$ cat config.mk
export PLATFORM = sky130hd
export DESIGN_NAME = keyed_wipe
export DESIGN_NICKNAME = d
export VERILOG_FILES = /design/src/rtl/keyed_wipe_pkg.sv /design/src/rtl/keyed_wipe_ctrl.sv /design/src/rtl/keyed_wipe_dp.sv /design/src/rtl/keyed_wipe.sv
export SDC_FILE = /design/constraint.sdc
export NUM_CORES = 1
export LEC_CHECK = 0
export CELL_PAD_IN_SITES_DETAIL_PLACEMENT = 1
export CELL_PAD_IN_SITES_GLOBAL_PLACEMENT = 1
export CORE_MARGIN = 5
export CORE_UTILIZATION = 25
export CTS_CLUSTER_DIAMETER = 30
export CTS_CLUSTER_SIZE = 40
export DETAILED_ROUTE_END_ITERATION = 10
export DONT_BUFFER_PORTS = 1
export MAX_ROUTING_LAYER = met4
export PLACE_DENSITY_LB_ADDON = 0.08
export SLEW_MARGIN = 20
export SYNTH_ARGS = -nofsm -noshare
export SYNTH_HDL_FRONTEND = slang
export SYNTH_SLANG_ARGS = --single-unit
export TNS_END_PERCENT = 1
$ cat constraint.sdc
create_clock -name clk -period 1.33 [get_ports clk]
set_input_delay 0.3325 -clock clk [delete_from_list [all_inputs] [get_ports clk]]
set_output_delay 0.3325 -clock clk [all_outputs]
set_load 0.01 [all_outputs]
$ cat src/rtl/keyed_wipe_pkg.sv
package keyed_wipe_pkg;
  localparam logic [7:0] KEY_FIRST  = 8'hCA;
  localparam logic [7:0] KEY_SECOND = 8'h53;

  typedef enum logic [1:0] {
    KEY_LOCKED = 2'd0,
    KEY_HALF   = 2'd1,
    KEY_OPEN   = 2'd2
  } keyState_t;

  typedef struct packed {
    logic clearAddr;
    logic stepAddr;
  } sweepCmd_t;
endpackage

$ cat src/rtl/keyed_wipe_ctrl.sv
module keyed_wipe_ctrl
  import keyed_wipe_pkg::*;
(
  input  logic       clk,
  input  logic       rstN,
  input  logic       keyWr,
  input  logic       ctrlWr,
  input  logic [7:0] wrData,
  input  logic       lastWord,
  output logic       busy,
  output sweepCmd_t  cmd
);
  keyState_t keyState;
  logic      startReq;
  logic      startOk;

  assign startReq = ctrlWr && wrData[0];
  assign startOk  = startReq && !busy && (keyState == KEY_OPEN);

  always_ff @(posedge clk) begin
    if (!rstN) begin
      keyState <= KEY_LOCKED;
    end else if (startOk) begin
      keyState <= KEY_LOCKED;
    end else if (keyWr) begin
      if (wrData == KEY_FIRST)
        keyState <= KEY_HALF;
      else if (wrData == KEY_SECOND && keyState == KEY_HALF)
        keyState <= KEY_OPEN;
      else
        keyState <= KEY_LOCKED;
    end
  end

  always_ff @(posedge clk) begin
    if (!rstN)
      busy <= 1'b0;
    else if (startOk)
      busy <= 1'b1;
    else if (busy && lastWord)
      busy <= 1'b0;
  end

  always_comb begin
    cmd.clearAddr = startOk;
    cmd.stepAddr  = busy;
  end

  // a start request while locked leaves the block idle
  p_locked_start_ignored_r4: assert property (@(posedge clk) disable iff (!rstN)
    (startReq && !busy && keyState != KEY_OPEN) |=> !busy);

  // an erase always begins with the key consumed
  p_unlock_consumed_r8: assert property (@(posedge clk) disable iff (!rstN)
    $rose(busy) |-> keyState == KEY_LOCKED);

  // a start request mid-sweep keeps the sweep running and the key state unchanged
  p_busy_start_ignored_r9: assert property (@(posedge clk) disable iff (!rstN)
    (busy && !lastWord && ctrlWr) |=> (busy && $stable(keyState)));
endmodule

$ cat src/rtl/keyed_wipe_dp.sv
module keyed_wipe_dp
  import keyed_wipe_pkg::*;
#(
  parameter int WORDS  = 16,
  parameter int DATA_W = 32,
  localparam int ADDR_W = (WORDS > 1) ? $clog2(WORDS) : 1
) (
  input  logic              clk,
  input  logic              rstN,
  input  sweepCmd_t         cmd,
  output logic [ADDR_W-1:0] addr,
  output logic [DATA_W-1:0] wrData,
  output logic              lastWord
);
  localparam logic [ADDR_W-1:0] LAST = ADDR_W'(WORDS - 1);

  assign lastWord = (addr == LAST);
  assign wrData   = '0;

  always_ff @(posedge clk) begin
    if (!rstN)
      addr <= '0;
    else if (cmd.clearAddr)
      addr <= '0;
    else if (cmd.stepAddr && !lastWord)
      addr <= addr + ADDR_W'(1);
  end
endmodule

$ cat src/rtl/keyed_wipe.sv
module keyed_wipe
  import keyed_wipe_pkg::*;
#(
  parameter int WORDS  = 16,
  parameter int DATA_W = 32,
  localparam int ADDR_W = (WORDS > 1) ? $clog2(WORDS) : 1
) (
  input  logic              clk,
  input  logic              rstN,
  input  logic              regWrEn,
  input  logic              regSel,
  input  logic [7:0]        regWrData,
  output logic [7:0]        regRdData,
  output logic              memWrEn,
  output logic [ADDR_W-1:0] memAddr,
  output logic [DATA_W-1:0] memWrData
);
  localparam logic [ADDR_W-1:0] LAST = ADDR_W'(WORDS - 1);

  logic      busy;
  logic      lastWord;
  sweepCmd_t cmd;

  keyed_wipe_ctrl u_ctrl (
    .clk      (clk),
    .rstN     (rstN),
    .keyWr    (regWrEn && !regSel),
    .ctrlWr   (regWrEn && regSel),
    .wrData   (regWrData),
    .lastWord (lastWord),
    .busy     (busy),
    .cmd      (cmd)
  );

  keyed_wipe_dp #(.WORDS(WORDS), .DATA_W(DATA_W)) u_dp (
    .clk      (clk),
    .rstN     (rstN),
    .cmd      (cmd),
    .addr     (memAddr),
    .wrData   (memWrData),
    .lastWord (lastWord)
  );

  assign memWrEn   = busy;
  assign regRdData = regSel ? {6'b0, busy, busy} : 8'h00;

  // the sweep opens at word zero
  p_sweep_start_r5: assert property (@(posedge clk) disable iff (!rstN)
    $rose(memWrEn) |-> memAddr == '0);

  // consecutive writes go to consecutive addresses
  p_addr_step_r5: assert property (@(posedge clk) disable iff (!rstN)
    (memWrEn && $past(memWrEn)) |-> memAddr == $past(memAddr) + ADDR_W'(1));

  // the sweep closes right after the last word
  p_sweep_end_r7: assert property (@(posedge clk) disable iff (!rstN)
    $fell(memWrEn) |-> $past(memAddr) == LAST);
endmodule

After elaboration in Yosys (flattened, before gate mapping)
Cells that the tools add are included.

Bits of input ports: 12. Register bits after elaboration: 7. Word-level logic and storage cells: 28.

Add/subtract/negate cells: 1. Multiplexer cells: 5. Bitwise logic cells: 1. Equality and inequality tests: 5. Reduce and logical (&&, ||, !) cells: 13.

Operators with widths (count): $eq A8 B7 Y1 const B (1); $eq A8 B8 Y1 const B (1); $logic_and A1 B1 Y1 (8); $mux W2 (3); $add A4 B1 Y4 const B (1); $eq A4 B4 Y1 const B (1); $logic_not A1 Y1 (3); $eq A2 B1 Y1 const B (1); $eq A2 B2 Y1 const B (1); $mux W1 (2); $reduce_bool A2 Y1 (1); $reduce_or A2 Y1 (1); $not A1 Y1 (1).

Depth between registers and ports, before layout
Depth after elaboration: 5. Gate-level depth with buffers: 4.

Hierarchy
From an unflattened synthesis, not the netlist that was laid out.

Cells, all modules: 87. Area total of the unflattened synthesis: 734.5 µm².

By module, submodules not included: keyed_wipe_dp (sequential area each 80.1 µm², instances 1, cells an instance 55, area an instance 441.7 µm²); keyed_wipe_ctrl (sequential area each 60.1 µm², instances 1, cells an instance 21, area an instance 212.7 µm²); keyed_wipe (sequential area each 0.0 µm², instances 1, cells an instance 11, area an instance 80.1 µm²).

Least setup slack after synthesis
Ideal clock, no wire load.

Path kind: flip-flop to flip-flop. Start point: reg u_dp.addr[0]. End point: reg u_dp.addr[0]. Buffers on the path: 0. Path slack: 0.069 ns. Arrival: 1.191 ns. Setup time: 0.070 ns. Stages on the path, launching flop included: 5. Required time: 1.260 ns. Path through: dfxtp_1 > ha_1 > and3_1 > or3_1 > a21oi_1.

Word-level cells in the longest chain between the ends: 3.

RTL lines: from (decl) (RTL line keyed_wipe_dp.sv:11) `output logic [ADDR_W-1:0] addr,`; from (signal assigned) (RTL line keyed_wipe_dp.sv:26) `addr <= addr + ADDR_W'(1);`; parallel branches: the longest is 3 deep, another holds $add A4 B1 Y4.

Several ways; the timed one is not identified. A chain may end at the register's enable or synchronous reset.

Worst setup path in the final report
Ends and elaborated chain as after synthesis.

==> flow_summary.yaml <==
outcome:
  status: "finished, final reports clean"
critical_path:
  critPathMaxStageDelay_ns: 0.31
  crit_buf_inv: 0
  crit_family: "simple AND/OR/NAND/NOR gates"
  startpoint_type: "flop"
  cp_slowest_cell: "dfxtp_1"
  crit_chain: "ha_1, and3_4, or3_1, a21oi_1"
  worstSetupEndpointType: "flop"
  cp.arrival_ns: 1.45
  worst_ep_required_time_ns: 1.52
  critPathKind: "flop to flop"
  worstPathMaxFanout: 4
synthesis:
  synthesis.area_um2: 687
  ys_warn_count: 0
  synth_compound_area_frac: 0.122
  yosysMostFrequentCell: "buf_4"
  synth.area.top_cells: "buf_4 (43%), dfxtp_1 (20%), nor4bb_1 (5.8%)"
  synth_seq_area_share: 0.204
  synth_largest_area_cell: "buf_4"
  postSynthAreaPerCell_um2: 8.38
  synth.top_cell.area_share: 0.426
  synthSimpleGateAreaFrac: 0.202
  synth_xor_area_frac: 0
  synth_cells: 82
  synth_edf_count: 0
  netlist_top_cells_count: "buf_4 (39), dfxtp_1 (7), a21oi_1 (5)"
  synthAdderAreaFrac: 0.0182
  synthMuxAreaShare: 0
  synth_seq_cells: 7
  synthArstFlopShare: 0
  synth_ff_type: "dfxtp_1"
  synth_cell_type_count: 25
  synth_top_family_by_area: "buffers and inverters"
clocking:
  clock-root-buffer: "clkbuf_4"
  cts_tree: "done"
  post_cts_buffers: 0
  clk_path_buf_depth: 2
  clkTransAtPathRegs_ns: 0.06
  clock_sinks: 7
  clock_latency_ns: 0.25
  cts_buffers: 3
  htreeDepth: 1
routing:
  dr.pass1.iters: 4
  finalWirelength_um: 1330
  ant_nets: 0
  routedWlPerCell_um: 11.1
  via_per_inst: 3.87
  vias: 464
  drtIter0Drc: 8
  drc: 0
die:
  die_h_um: 62.4
  floorplan.die_area_um2: 3900
  core_area_um2: 2690
  initial_core_util: 0.256
  ios: 57
  fp-row-count: 19
  fp.dieW_um: 62.4
hold_path:
  min_path_type: "input port to flop"
timing:
  hold_viol_final: 0
  rsz0062_at_grt: "no"
  setup_viol: 0
  drv_slew: 0
  finalClockSkew_ns: 0.00558
  setup_tns_ns: 0
  timing.fmax_ghz: 0.790
  whs_ns: 0.210
  min_period_ns: 1.27
  finalCritPeriodShare: 0.951
pwr:
  p_seq_frac: 0.442
  power_frac_clock: 0.414
  powerDensity_nw_per_um2: 743
  switchingPower_w: 0.000144
  p_total_w: 0.000475
  pwr-share-comb: 0.144
  p_leak_nw: 0.294
  worst_ir_drop_vdd_mv: 0.243
  p_int_w: 0.000331
  p_sw_frac: 0.303
job:
  drv_cap: 0
layout:
  drive_gt1_frac: 0.180
  antenna_cells: 0
  post-route-util: 0.238
  syn2layout_area_growth_pct: -6.92
  nNetsFinal: 103
global_routing:
  antenna_found_initial: 0
  grt_pass1_wl_um: 2040
  overflow: 0
  grt_max_degree: 8
  track_usage: 0.0655
  grt_pass1_vias: 457
placement:
  portBuffers: 0
  place_hpwl_um: 1160
  gp_congestion: 0.724
-- cell usage in the layout (no fill, tap or decap), drive strengths merged, types with 2 or more instances in the layout --
| cell type | n |
|---|---|
| nand3 | 2 |
| nor4bb | 4 |
| buf | 6 |
| o21ai | 3 |
| clkbuf | 3 |
| dfxtp | 7 |
| conb | 38 |
| a21oi | 5 |
| nand2 | 4 |
-- power groups by stage --
stage	logic [W]	clock network (W)	registers [W]
after floorplan	0.000143	0	0.000214
after global placement	0.0000646	0	0.000214
after detailed placement	0.0000644	0	0.000214
after CTS	0.0000644	0.000209	0.000210
after global routing	0.0000756	0.000221	0.000209
final	0.0000684	0.000197	0.000210
-- worst register-to-register path: stages (launching register included) --
cell and delay (ns):
dfxtp_1 0.31, ha_1 0.23, and3_4 0.20, or3_1 0.30
a21oi_1 0.15
-- state kept, by name (all words and copies together), names as in the netlist --
name,cells
u_ctrl.keyState,2
u_ctrl.busy,1
u_dp.addr,4
-- worst paths after layout --
kind                            cells after the start  slack (ns)                  to               start
worst max-delay path                                4        0.06        u_dp.addr[0]        u_dp.addr[0]
worst min-delay path                                2        0.21        u_dp.addr[2]                rstN
worst max register to register                      4        0.06        u_dp.addr[0]        u_dp.addr[0]
worst min register to register                      2        0.53  u_ctrl.keyState[0]  u_ctrl.keyState[0]
-- area by class of cell --
| type | instances | area [µm²] |
|---|---|---|
| multi-input combinational | 71 | 383 |
| sequential | 7 | 141 |
| tap | 31 | 38.8 |
| clock buffer | 3 | 22.5 |
| fill | 350 | 2050 |
| inverter | 1 | 3.75 |
| clock inverter | 1 | 5.00 |
| timing repair buffer | 6 | 45.0 |
-- what timing repair did --
item	in CTS	in global routing
hold buffers	0	0
endpoints found under the setup margin	2	1
resized for setup	1	1
-- cell families after synthesis --
kind of cell,after synthesis
adders and majority gates,1
DFF,7
AOI/OAI and AO/OA,11
other,1
buffers and inverters,41
and+or+nand+nor,21
-- layer usage --
metal  share of wire  vias to the layer above  track usage
li1                -                      218            -
met1            0.38                      214       0.0640
met2            0.51                       32        0.113
met3            0.11                        0       0.0144
met4               0                        0       0.0477
met5               0                        -            -
-- per-stage QoR --
| step | setup slack [ns] | instance area (µm²) | cells |
|---|---|---|---|
| final | 0.0646 | 639 | 120 |
| after global routing | 0.00713 | 639 | 120 |
| after CTS | 0.0343 | 634 | 120 |
| after detailed placement | 0.0472 | 606 | 116 |
| after global placement | 0.0899 | 606 | 116 |
| after floorplan | 0.0687 | 826 | 119 |
Note: power is estimated with default switching activity, not from simulation.
